$ cat src/rtl/tlb_pkg.sv
package tlb_pkg;
    localparam int VA_W      = 40;
    localparam int PA_W      = 36;
    localparam int ASID_W    = 8;
    localparam int REG_W     = 2;
    localparam int OFF_W     = 13;
    localparam int VPN2_W    = VA_W - REG_W - OFF_W;
    localparam int PFN_W     = PA_W - 12;
    localparam int SZ_W      = 3;
    localparam int SZ_MAX    = 6;
    localparam int CTX_W     = 32;
    localparam int CTX_VPN_W = 19;
    localparam int XCTX_W    = REG_W + VPN2_W + 4;
    localparam int EHI_W     = REG_W + VPN2_W + ASID_W;
    localparam int LO_W      = PFN_W + 2;

    typedef struct packed {
        logic [PFN_W-1:0] pfn;
        logic             dirty;
        logic             valid;
    } lo_t;

    typedef struct packed {
        logic [REG_W-1:0]  region;
        logic [VPN2_W-1:0] vpn2;
        logic [ASID_W-1:0] asid;
    } ehi_t;

    typedef struct packed {
        logic            used;
        logic            glob;
        logic [SZ_W-1:0] sz;
        ehi_t            hi;
        lo_t             lo0;
        lo_t             lo1;
    } entry_t;

    typedef enum logic [2:0] {
        FK_NONE     = 3'd0,
        FK_NOMATCH  = 3'd1,
        FK_INVALID  = 3'd2,
        FK_MODIFIED = 3'd3,
        FK_BUSERR   = 3'd4
    } fault_e;

    typedef enum logic [1:0] {
        VEC_GENERAL = 2'd0,
        VEC_REFILL  = 2'd1,
        VEC_XREFILL = 2'd2
    } vec_e;

    localparam logic [4:0] EXC_MOD  = 5'd1;
    localparam logic [4:0] EXC_TLBL = 5'd2;
    localparam logic [4:0] EXC_TLBS = 5'd3;
    localparam logic [4:0] EXC_IBE  = 5'd6;
    localparam logic [4:0] EXC_DBE  = 5'd7;

    function automatic logic [SZ_W-1:0] sz_clamp(input logic [SZ_W-1:0] s);
        return (s > SZ_W'(SZ_MAX)) ? SZ_W'(SZ_MAX) : s;
    endfunction

    // VPN2 bits that take part in the compare for size code s
    function automatic logic [VPN2_W-1:0] vpn_keep(input logic [SZ_W-1:0] s);
        return {VPN2_W{1'b1}} << {s, 1'b0};
    endfunction

    // PFN bits that survive for size code s
    function automatic logic [PFN_W-1:0] pfn_keep(input logic [SZ_W-1:0] s);
        return {PFN_W{1'b1}} << {s, 1'b0};
    endfunction

    // Page offset bits for size code s
    function automatic logic [PA_W-1:0] off_mask(input logic [SZ_W-1:0] s);
        return ~({PA_W{1'b1}} << (6'd12 + {2'b0, s, 1'b0}));
    endfunction
endpackage

$ cat src/rtl/tlb_entry_store.sv
module tlb_entry_store import tlb_pkg::*; #(
    parameter int N_ENT = 16,
    localparam int IDX_W = $clog2(N_ENT)
) (
    input  logic             clk,
    input  logic             rst_n,
    input  logic             we_i,
    input  logic [IDX_W-1:0] widx_i,
    input  entry_t           went_i,
    output entry_t           ents_o [N_ENT]
);
    entry_t ents_d [N_ENT];
    entry_t ents_q [N_ENT];

    always_comb begin
        ents_d = ents_q;
        if (we_i) begin
            ents_d[widx_i]      = went_i;
            ents_d[widx_i].used = 1'b1;
        end
    end

    always_ff @(posedge clk or negedge rst_n) begin
        if (!rst_n) ents_q <= '{default: '0};
        else        ents_q <= ents_d;
    end

    assign ents_o = ents_q;

    // a store is visible in the entry after one clock
    p_write_lands_r11: assert property (@(posedge clk) disable iff (!rst_n)
        we_i |=> (ents_q[$past(widx_i)].hi == $past(went_i.hi)) && ents_q[$past(widx_i)].used);
endmodule

$ cat src/rtl/tlb_match_cell.sv
module tlb_match_cell import tlb_pkg::*; (
    input  entry_t             ent_i,
    input  logic [REG_W-1:0]   region_i,
    input  logic [VPN2_W-1:0]  vpn2_i,
    input  logic [ASID_W-1:0]  asid_i,
    output logic               hit_o
);
    logic [VPN2_W-1:0] keep;
    logic              tag_eq;
    logic              asid_ok;

    always_comb begin
        keep    = vpn_keep(sz_clamp(ent_i.sz));
        tag_eq  = (ent_i.hi.region == region_i) && (((ent_i.hi.vpn2 ^ vpn2_i) & keep) == '0);
        asid_ok = ent_i.glob || (ent_i.hi.asid == asid_i);
        hit_o   = ent_i.used && tag_eq && asid_ok;
    end
endmodule

$ cat src/rtl/tlb_prio_pick.sv
module tlb_prio_pick #(
    parameter int N_ENT = 16,
    localparam int IDX_W = $clog2(N_ENT)
) (
    input  logic [N_ENT-1:0] hits_i,
    output logic [IDX_W-1:0] idx_o,
    output logic             any_o,
    output logic             multi_o
);
    always_comb begin
        idx_o = '0;
        for (int i = N_ENT - 1; i >= 0; i--) begin
            if (hits_i[i]) idx_o = IDX_W'(i);
        end
        any_o   = |hits_i;
        multi_o = (hits_i & (hits_i - 1'b1)) != '0;
    end
endmodule

$ cat src/rtl/tlb_paired.sv
module tlb_paired import tlb_pkg::*; #(
    parameter int N_ENT = 16,
    parameter logic [PA_W-1:0] MEM_TOP = 36'h0_8000_0000,
    localparam int IDX_W = $clog2(N_ENT)
) (
    input  logic              clk,
    input  logic              rst_n,
    input  logic              req_valid_i,
    input  logic [VA_W-1:0]   req_va_i,
    input  logic              req_write_i,
    input  logic              req_fetch_i,
    input  logic              st_exl_i,
    input  logic              st_ux_i,
    input  logic              st_sx_i,
    input  logic              st_kx_i,
    input  logic              ehi_we_i,
    input  logic [EHI_W-1:0]  ehi_wdata_i,
    input  logic              tw_en_i,
    input  logic [IDX_W-1:0]  tw_idx_i,
    input  logic [EHI_W-1:0]  tw_hi_i,
    input  logic [LO_W-1:0]   tw_lo0_i,
    input  logic [LO_W-1:0]   tw_lo1_i,
    input  logic [SZ_W-1:0]   tw_size_i,
    input  logic              tw_global_i,
    output logic              rsp_valid_o,
    output logic [PA_W-1:0]   rsp_pa_o,
    output logic [2:0]        rsp_fault_o,
    output logic [4:0]        rsp_exc_o,
    output logic [1:0]        rsp_vec_o,
    output logic [EHI_W-1:0]  entryhi_o,
    output logic [CTX_W-1:0]  context_o,
    output logic [XCTX_W-1:0] xcontext_o,
    output logic [VA_W-1:0]   badvaddr_o,
    output logic              multi_hit_o
);
    typedef struct packed {
        logic              rsp_valid;
        logic [PA_W-1:0]   pa;
        fault_e            fault;
        logic [4:0]        exc;
        vec_e              vec;
        ehi_t              ehi;
        logic [CTX_W-1:0]  ctx;
        logic [XCTX_W-1:0] xctx;
        logic [VA_W-1:0]   badv;
        logic              multi;
    } st_t;

    st_t d, q;

    // Entry storage and write port
    entry_t went;
    entry_t ents [N_ENT];

    always_comb begin
        went.used = 1'b1;
        went.glob = tw_global_i;
        went.sz   = tw_size_i;
        went.hi   = ehi_t'(tw_hi_i);
        went.lo0  = lo_t'(tw_lo0_i);
        went.lo1  = lo_t'(tw_lo1_i);
    end

    tlb_entry_store #(.N_ENT(N_ENT)) u_store (
        .clk    (clk),
        .rst_n  (rst_n),
        .we_i   (tw_en_i),
        .widx_i (tw_idx_i),
        .went_i (went),
        .ents_o (ents)
    );

    // Address fields
    logic [REG_W-1:0]  va_region;
    logic [VPN2_W-1:0] va_vpn2;
    assign va_region = req_va_i[VA_W-1 -: REG_W];
    assign va_vpn2   = req_va_i[VA_W-REG_W-1 : OFF_W];

    // Parallel compare
    logic [N_ENT-1:0] hits;
    for (genvar g = 0; g < N_ENT; g++) begin : g_cmp
        tlb_match_cell u_cell (
            .ent_i    (ents[g]),
            .region_i (va_region),
            .vpn2_i   (va_vpn2),
            .asid_i   (q.ehi.asid),
            .hit_o    (hits[g])
        );
    end

    logic [IDX_W-1:0] hit_idx;
    logic             hit_any;
    logic             hit_multi;

    tlb_prio_pick #(.N_ENT(N_ENT)) u_pick (
        .hits_i  (hits),
        .idx_o   (hit_idx),
        .any_o   (hit_any),
        .multi_o (hit_multi)
    );

    // Half select and address formation
    logic [SZ_W-1:0] szc;
    logic [5:0]      sel_bit;
    lo_t             lo_sel;
    logic [PA_W-1:0] pa_calc;
    logic            ext_refill;
    logic            tlb_fault;

    always_comb begin
        szc     = sz_clamp(ents[hit_idx].sz);
        sel_bit = 6'd12 + {2'b0, szc, 1'b0};
        lo_sel  = req_va_i[sel_bit] ? ents[hit_idx].lo1 : ents[hit_idx].lo0;
        pa_calc = {lo_sel.pfn & pfn_keep(szc), 12'b0} | (req_va_i[PA_W-1:0] & off_mask(szc));
        ext_refill = ((va_region == 2'd0) && st_ux_i) ||
                     ((va_region == 2'd3) && st_kx_i) ||
                     ((va_region == 2'd1) && st_sx_i);
    end

    // Next state
    always_comb begin
        d           = q;
        tlb_fault   = 1'b0;
        d.rsp_valid = req_valid_i;
        if (ehi_we_i) d.ehi = ehi_t'(ehi_wdata_i);
        if (req_valid_i) begin
            d.multi = q.multi | hit_multi;
            d.pa    = '0;
            d.fault = FK_NONE;
            d.exc   = '0;
            d.vec   = VEC_GENERAL;
            if (!hit_any) begin
                tlb_fault = 1'b1;
                d.fault   = FK_NOMATCH;
                d.exc     = req_write_i ? EXC_TLBS : EXC_TLBL;
                if (!st_exl_i) d.vec = ext_refill ? VEC_XREFILL : VEC_REFILL;
            end else if (!lo_sel.valid) begin
                tlb_fault = 1'b1;
                d.fault   = FK_INVALID;
                d.exc     = req_write_i ? EXC_TLBS : EXC_TLBL;
            end else if (req_write_i && !lo_sel.dirty) begin
                tlb_fault = 1'b1;
                d.fault   = FK_MODIFIED;
                d.exc     = EXC_MOD;
            end else if (pa_calc >= MEM_TOP) begin
                d.fault = FK_BUSERR;
                d.exc   = req_fetch_i ? EXC_IBE : EXC_DBE;
                d.badv  = req_va_i;
            end else begin
                d.pa = pa_calc;
            end
            if (tlb_fault) begin
                d.ehi.region = va_region;
                d.ehi.vpn2   = va_vpn2;
                d.ehi.asid   = q.ehi.asid;
                d.ctx[CTX_VPN_W+3:4] = va_vpn2[CTX_VPN_W-1:0];
                d.xctx = {va_region, va_vpn2, 4'b0};
                d.badv = req_va_i;
            end
        end
    end

    always_ff @(posedge clk or negedge rst_n) begin
        if (!rst_n) q <= '0;
        else        q <= d;
    end

    assign rsp_valid_o = q.rsp_valid;
    assign rsp_pa_o    = q.pa;
    assign rsp_fault_o = q.fault;
    assign rsp_exc_o   = q.exc;
    assign rsp_vec_o   = q.vec;
    assign entryhi_o   = q.ehi;
    assign context_o   = q.ctx;
    assign xcontext_o  = q.xctx;
    assign badvaddr_o  = q.badv;
    assign multi_hit_o = q.multi;

    // a translation fault captures the requesting address
    p_fault_badv_r7: assert property (@(posedge clk) disable iff (!rst_n)
        (q.rsp_valid && (q.fault inside {FK_NOMATCH, FK_INVALID, FK_MODIFIED}))
        |-> (q.badv == $past(req_va_i)) && (q.ehi.vpn2 == $past(req_va_i[VA_W-REG_W-1:OFF_W])));

    // modified faults only come from stores
    p_mod_on_write_r5: assert property (@(posedge clk) disable iff (!rst_n)
        (q.rsp_valid && q.fault == FK_MODIFIED) |-> $past(req_write_i));

    // a miss under EXL goes to the general vector
    p_exl_general_r8: assert property (@(posedge clk) disable iff (!rst_n)
        (q.rsp_valid && q.fault == FK_NOMATCH && $past(st_exl_i)) |-> (q.vec == VEC_GENERAL));

    // multi-hit flag is sticky
    p_multi_sticky_r10: assert property (@(posedge clk) disable iff (!rst_n)
        q.multi |=> q.multi);

    // bus error leaves the address-tag register alone
    p_buserr_keeps_ehi_r6: assert property (@(posedge clk) disable iff (!rst_n)
        (q.rsp_valid && q.fault == FK_BUSERR && !$past(ehi_we_i)) |-> $stable(q.ehi));

    // a clean hit does not disturb the bad-address register
    p_hit_keeps_badv_r12: assert property (@(posedge clk) disable iff (!rst_n)
        (q.rsp_valid && q.fault == FK_NONE) |-> $stable(q.badv));
endmodule

$ cat config.mk
export PLATFORM = sky130hd
export DESIGN_NAME = tlb_paired
export DESIGN_NICKNAME = d
export VERILOG_FILES = /design/src/rtl/tlb_pkg.sv /design/src/rtl/tlb_entry_store.sv /design/src/rtl/tlb_match_cell.sv /design/src/rtl/tlb_prio_pick.sv /design/src/rtl/tlb_paired.sv
export SDC_FILE = /design/constraint.sdc
export NUM_CORES = 2
export LEC_CHECK = 0
export ABC_AREA = 1
export BUFFER_PORTS_ARGS = -buffer_cell sky130_fd_sc_hd__buf_2
export CAP_MARGIN = 20
export CORE_MARGIN = 1.5
export CORE_UTILIZATION = 55
export CTS_CLUSTER_SIZE = 10
export DETAILED_ROUTE_END_ITERATION = 10
export PLACE_DENSITY = 0.7
export SYNTH_ARGS = -nofsm -noshare
export SYNTH_HDL_FRONTEND = slang
export SYNTH_HIERARCHICAL = 1
export SYNTH_SLANG_ARGS = --single-unit
$ cat constraint.sdc
create_clock -name clk -period 9.4 [get_ports clk]
set_clock_uncertainty 0.1 [all_clocks]
set_input_delay 1.88 -clock clk [delete_from_list [all_inputs] [get_ports clk]]
set_output_delay 1.88 -clock clk [all_outputs]
set_load 0.005 [all_outputs]
# After elaboration in Yosys (flattened, before gate mapping)

Index checks and enable logic that the tools add are counted.

Add/sub/neg operators: 2
Eq/ne operators: 36
Bitwise gates (word level): 40
Muxes and demuxes: 70
Magnitude comparators: 22
Shift-type cells: 18
Reduce and logical (&&, ||, !) cells: 96

Operator list:

| kind                                                                                  | count |
|---|---|
| 1472-bit bitwise mux                                                                  | 2 |
| 92-bit demux with 4-bit select                                                        | 2 |
| 25-bit AND                                                                            | 16 |
| 25-bit logical NOT                                                                    | 16 |
| 25-bit by 4-bit left shift with 25-bit output, first input constant                   | 16 |
| 25-bit XOR                                                                            | 16 |
| 92-bit binary-select mux with 4-bit select                                            | 1 |
| 40-bit two-way mux                                                                    | 5 |
| 92-bit two-way mux                                                                    | 2 |
| 90-bit two-way mux                                                                    | 2 |
| 36-bit two-way mux                                                                    | 4 |
| 8-bit == test                                                                         | 16 |
| 35-bit two-way mux                                                                    | 3 |
| 4-bit two-way mux                                                                     | 16 |
| 1-bit logical AND                                                                     | 53 |
| 3-bit > comparator, second input constant                                             | 17 |
| 3-bit two-way mux                                                                     | 17 |
| 36-bit AND                                                                            | 1 |
| 36-bit by 32-bit greater-or-equal comparator with 1-bit output, second input constant | 1 |
| 36-bit NOT                                                                            | 1 |
| 36-bit OR                                                                             | 1 |
| 36-bit by 5-bit left shift with 36-bit output, first input constant                   | 1 |
| 2-bit == test                                                                         | 16 |
| 8-bit two-way mux                                                                     | 4 |
| 26 further kinds                                                                      | 55 |

Logic and storage cells: 488
Input bits: 181
Output and inout bits: 186
Flip-flop bits (word level): 1641

# Depth between registers and ports, before layout

Word-level depth: 42
Gate-level depth with buffers: 55
Depth with buffers taken out: 50

# By module

The synthesis kept the hierarchy.

By module, submodules not included:

| module          | area each (µm²) | instances | seq. area each (µm²) | cells each |
|---|---|---|---|---|
| tlb_entry_store | 58197.1         | 1         | 36835.3              | 6565 |
| tlb_paired      | 14335.0         | 1         | 3678.5               | 2314 |
| tlb_match_cell  | 659.4           | 16        | 0.0                  | 144 |
| tlb_prio_pick   | 407.9           | 1         | 0.0                  | 79 |

# Worst setup path after synthesis

OpenSTA, ideal clock, no wires.

Path kind: input to register
From: input port req_va_i[28]
To: register q, in the netlist badvaddr_o[30]
Library setup time: 0.117 ns
Required time: 9.183 ns
Cell stages on the path: 53
Buffers on the path: 9
Path slack: 2.631 ns
Arrival: 6.552 ns
Cell sequence: inv_1 -> nand2_1 -> nand2_1 -> inv_1 -> nand2_1 -> nor2_1 -> nand2_1 -> nor2_1 -> nand3_1 -> nor2_1 -> inv_1 -> nand2_1 -> nand2_1 -> nand2_1 -> nand2_1 -> nand2_1 -> nand2_1 -> nand2_1 -> [17 not listed] -> ha_1 -> inv_1 -> nand2_2 -> nand2_1 -> nand2_1 -> nor2_1 -> nor2_1 -> nor2_4 -> buf_4 -> nand3b_1 -> nand2_1 -> nand2_1 -> nor2_4 -> nand2_4 -> buf_6 -> buf_6 -> nand3_1 -> nand2_1

Elaborated cells between the ends (all ways): 142
Those cells by class: add/sub: 1; order compare: 2; eq/ne: 1; shift: 2; mux: 28; bitwise: 37; reduce/logical: 71

RTL lines:

| item                                                                                                    | line                                 | text |
|---|---|---|
| from (decl)                                                                                             | tlb_paired.sv:9                      | `input logic [VA_W-1:0] req_va_i,` |
| 25-bit XOR (*)                                                                                          | tlb_match_cell.sv:14                 | `tag_eq = (ent_i.hi.region == region_i) && (((ent_i.hi.vpn2 ^ vpn2_i) & keep) == '0);` |
| 25-bit AND (*)                                                                                          | tlb_match_cell.sv:14                 |  |
| 25-bit logical NOT (*)                                                                                  | tlb_match_cell.sv:14                 |  |
| 1-bit logical AND (*)                                                                                   | tlb_match_cell.sv:14                 |  |
| 1-bit logical AND (*) (2 in series)                                                                     | tlb_match_cell.sv:16                 | `hit_o = ent_i.used && tag_eq && asid_ok;` |
| via hits[13]                                                                                            | tlb_paired.sv:80                     | `logic [N_ENT-1:0] hits;` |
| 4-bit two-way mux (*) (14 in series)                                                                    | tlb_prio_pick.sv:13                  | `if (hits_i[i]) idx_o = IDX_W'(i);` |
| via hit_idx[0]                                                                                          | tlb_paired.sv:91                     | `logic [IDX_W-1:0] hit_idx;` |
| 4-bit NOT with 5-bit output (implied by the code) (*)                                                   | tlb_paired.sv:111, tlb_paired.sv:113 |  |
| 92-bit binary-select mux with 4-bit select (*)                                                          | tlb_paired.sv:111, tlb_paired.sv:113 |  |
| 90-bit two-way mux (implied by the code) (*) (2 in series)                                              | tlb_paired.sv:113                    | `lo_sel = req_va_i[sel_bit] ? ents[hit_idx].lo1 : ents[hit_idx].lo0;` |
| branches (longest 14 deep; another with 36-bit by 32-bit greater-or-equal comparator with 1-bit output) | n/a                                  |  |
| to (signal assigned)                                                                                    | tlb_paired.sv:164                    | `if (!rst_n) q <= '0;` |
| to (signal assigned)                                                                                    | tlb_paired.sv:165                    | `else q <= d;` |
| to (decl)                                                                                               | tlb_paired.sv:49                     | `st_t d, q;` |

Mark *: on every way through the listed nets, which the timed path passes. The select of a mux whose other input is x is not followed.
A chain may end at the register's enable or synchronous reset.

# Worst setup path after layout

From: input port req_va_i[28]
To: register q, in the netlist rsp_pa_o[29]

Elaborated cells between the ends (all ways): 136
Those cells by class: add/sub: 1; order compare: 2; shift: 2; mux: 27; bitwise: 37; reduce/logical: 67

RTL lines:

| item                                                           | line                 | text |
|---|---|---|
| 25-bit XOR (*)                                                 | tlb_match_cell.sv:14 |  |
| 25-bit AND (*)                                                 | tlb_match_cell.sv:14 |  |
| 25-bit logical NOT (*)                                         | tlb_match_cell.sv:14 |  |
| 1-bit logical AND (*)                                          | tlb_match_cell.sv:14 |  |
| 1-bit logical AND (*) (2 in series)                            | tlb_match_cell.sv:16 |  |
| via hits[13]                                                   | tlb_paired.sv:80     |  |
| 4-bit two-way mux (*) (14 in series)                           | tlb_prio_pick.sv:13  |  |
| via hit_idx[0]                                                 | tlb_paired.sv:91     |  |
| [9 not listed]                                                 | n/a                  |  |
| 26-bit two-way mux                                             | tlb_paired.sv:113    |  |
| 24-bit AND                                                     | tlb_paired.sv:114    | `pa_calc = {lo_sel.pfn & pfn_keep(szc), 12'b0} \| (req_va_i[PA_W-1:0] & off_mask(szc));` |
| 36-bit OR                                                      | tlb_paired.sv:114    |  |
| 36-bit by 32-bit greater-or-equal comparator with 1-bit output | tlb_paired.sv:145    | `end else if (pa_calc >= MEM_TOP) begin` |
| 36-bit two-way mux                                             | tlb_paired.sv:145    |  |
| 36-bit two-way mux                                             | tlb_paired.sv:141    | `end else if (req_write_i && !lo_sel.dirty) begin` |
| 36-bit two-way mux (*)                                         | tlb_paired.sv:137    | `end else if (!lo_sel.valid) begin` |
| 36-bit two-way mux (*)                                         | tlb_paired.sv:132    | `if (!hit_any) begin` |

Mark *: on every way through the listed nets, which the timed path passes. The rest lies on a longest branch. The select of a mux whose other input is x is not followed.

==> flow_summary.toml <==
[floorplanning]
initial_core_util_pct = 55.5
rows = 142
fp.dieW_um = 393
pin_count = 367
coreArea_um2 = 150000
die_height_um = 393
die-area_um2 = 154000

[setup_path]
cp-start-kind = "primary input"
critPathCaptureType = "flop"
cp_max_fo = 23
slowest_delay_ns = 0.66
crit_arrival_ns = 9.06
criticalPathCategory = "primary input to flop"
crit_path_top_delay_cell = "buf_2"
crit_top_cell = "nand2_1"
required_ns = 10.05

[routing]
drt-pass1-iter-count = 6
ant_nets = 0
avgViaCountPerCell = 5.91
num_vias = 77700
initialDrtViolationCount = 8710
wl_um = 307000
drc = 0
wire_per_inst_um = 23.3

[synthesis]
syn_area_um2 = 83500
syn_avg_cell_area_um2 = 7.41
synth_warnings = 6
syn_inst = 11300

[grt]
globalRouteMet2Util_pct = 60.7
grt_max_degree = 182
antenna_found_initial = 54
use_met3_pct = 7.00
grt_pass1_wl_um = 463000
use_met1_pct = 51.3
gr-total-overflow = 0
busiest_layer = "met2"
grt_usage_pct = 39.6
grt_pass1_vias = 74400

[timing]
tns_ns = 0
finalCritPeriodShare_pct = 89.5
setup_violations = 0
slew_violations = 0
period_minus_slack_ns = 8.41
fmax_mhz = 119
slew_headroom_pct = 12.5
worst_pin_slew_ns = 1.31
rsz0062_at_grt = "no"
hold_viol = 0
hold_ws_ns = 0.352

[run_status]
status = "finished, final reports clean"

[cells_and_area]
fin_cells = 13200
area_delta_synth_final_pct = 8.78
fillers = 13700
layout.nets = 11200
drive_gt1_share_pct = 7.11

[hold_path]
hold_path_class = "flop to flop"

[flow_run]
drv_cap = 0

[clock_network]
worstSkewPairLatency_ns = 0.83
cts_tree = "yes"
path_clk_slew_ns = 0.06
post-cts-setup-buffer-count = 0
cts-htree-levels = 4
root_buffer = "clkbuf_16"
cts_hold_buf = 0
cts_buffer_depth = 3
cts_buffers = 186
numClockSinks = 1619
cts-resized-gates = 0

[place]
globalplace.congestion = 0.934
dp_cells = 12900
io_buffers = 347
dp_hpwl_um = 175000

[power_and_ir_drop]
p_leak_nw = 48.4
ir_drop_v = 0.000184
power.density_nw_per_um2 = 217
-- stage by stage --
stage	setup slack (ns)	area, µm²	power (mW)	util (%)
after floorplan	2.63	83600	11.7	-
after global placement	0.359	85500	12.9	56.9
after detailed placement	0.346	85500	13.1	56.9
after CTS	1.18	90700	19.7	60.3
after global routing	0.580	90800	20.6	60.4
final	0.990	90800	19.7	60.4
-- sequential cells by signal, summed over array words and instances, names as in the netlist --
| name | cells |
|---|---|
| rsp_vec_o | 2 |
| rsp_exc_o | 3 |
| u_store/ents_o | 1472 |
| rsp_pa_o | 36 |
| multi_hit_o | 1 |
| rsp_valid_o | 1 |
| entryhi_o | 35 |
| badvaddr_o | 40 |
| rsp_fault_o | 2 |
| xcontext_o | 9 |
| context_o | 18 |
-- report_power, final --
group	leakage (nW)	switching (mW)	internal [mW]
Sequential	20.5	0.880	8.30
Combinational	25.3	2.55	1.37
Clock	2.54	2.89	3.70
-- path summary, 6_finish.rpt --
| kind | start | to | slack, ns | cells past startpoint |
|---|---|---|---|---|
| max | req_va_i[28] | rsp_pa_o[29]$_DFFE_PN0P_ | 0.99 | 46 |
| min | multi_hit_o$_DFFE_PN0P_ | multi_hit_o$_DFFE_PN0P_ | 0.35 | 1 |
| max reg2reg | entryhi_o[5]$_DFFE_PN0N_ | rsp_pa_o[29]$_DFFE_PN0P_ | 1.51 | 44 |
| min reg2reg | multi_hit_o$_DFFE_PN0P_ | multi_hit_o$_DFFE_PN0P_ | 0.35 | 1 |
| max in group asynchronous | rst_n | rsp_pa_o[24]$_DFFE_PN0P_ | 6.04 | 3 |
| min in group asynchronous | rst_n | u_store/ents_o[901]$_DFFE_PN0P_ | 0.89 | 1 |
-- per-layer routing --
layer | share of wire, % | vias to the layer above
met5 | 0.043 | -
met4 | 7.7 | 18
li1 | - | 35100
met3 | 10 | 1016
met1 | 38 | 37200
met2 | 45 | 4450
-- final cells by class --
cell class,instances,area (µm²),area share (%)
Sequential cell,1619,40500,44.6
Multi-Input combinational cell,7970,36300,40.0
Tap cell,2016,2520,2.78
Timing Repair Buffer,501,3260,3.59
Clock inverter,15,230,0.254
Clock buffer,235,4980,5.49
Antenna cell,31,77.6,0.0854
Inverter,773,2920,3.22
-- critical path, delay by kind of cell --
kind / cells / cell delay (ns)
AND/OR/NAND/NOR: 30 / 2.91
buffers and inverters: 9 / 2.15
AO/OA/AOI/OAI: 6 / 1.73
adder cells (fa/ha/maj): 1 / 0.27
-- placed cells by master (no fill, tap or decap), drive strengths merged, types with 27 or more instances in the layout --
| cell type | instances |
|---|---|
| diode | 31 |
| inv | 783 |
| o221ai | 69 |
| nor3 | 41 |
| dfrtp | 1619 |
| mux2i | 27 |
| a221oi | 85 |
| nor2 | 519 |
| o21ai | 387 |
| buf | 501 |
| o22ai | 45 |
| nand2 | 4804 |
| xnor2 | 320 |
| nand4 | 396 |
| clkbuf | 235 |
| a21oi | 276 |
| nand3 | 895 |
No activity file was read; power rests on OpenSTA's default activity.
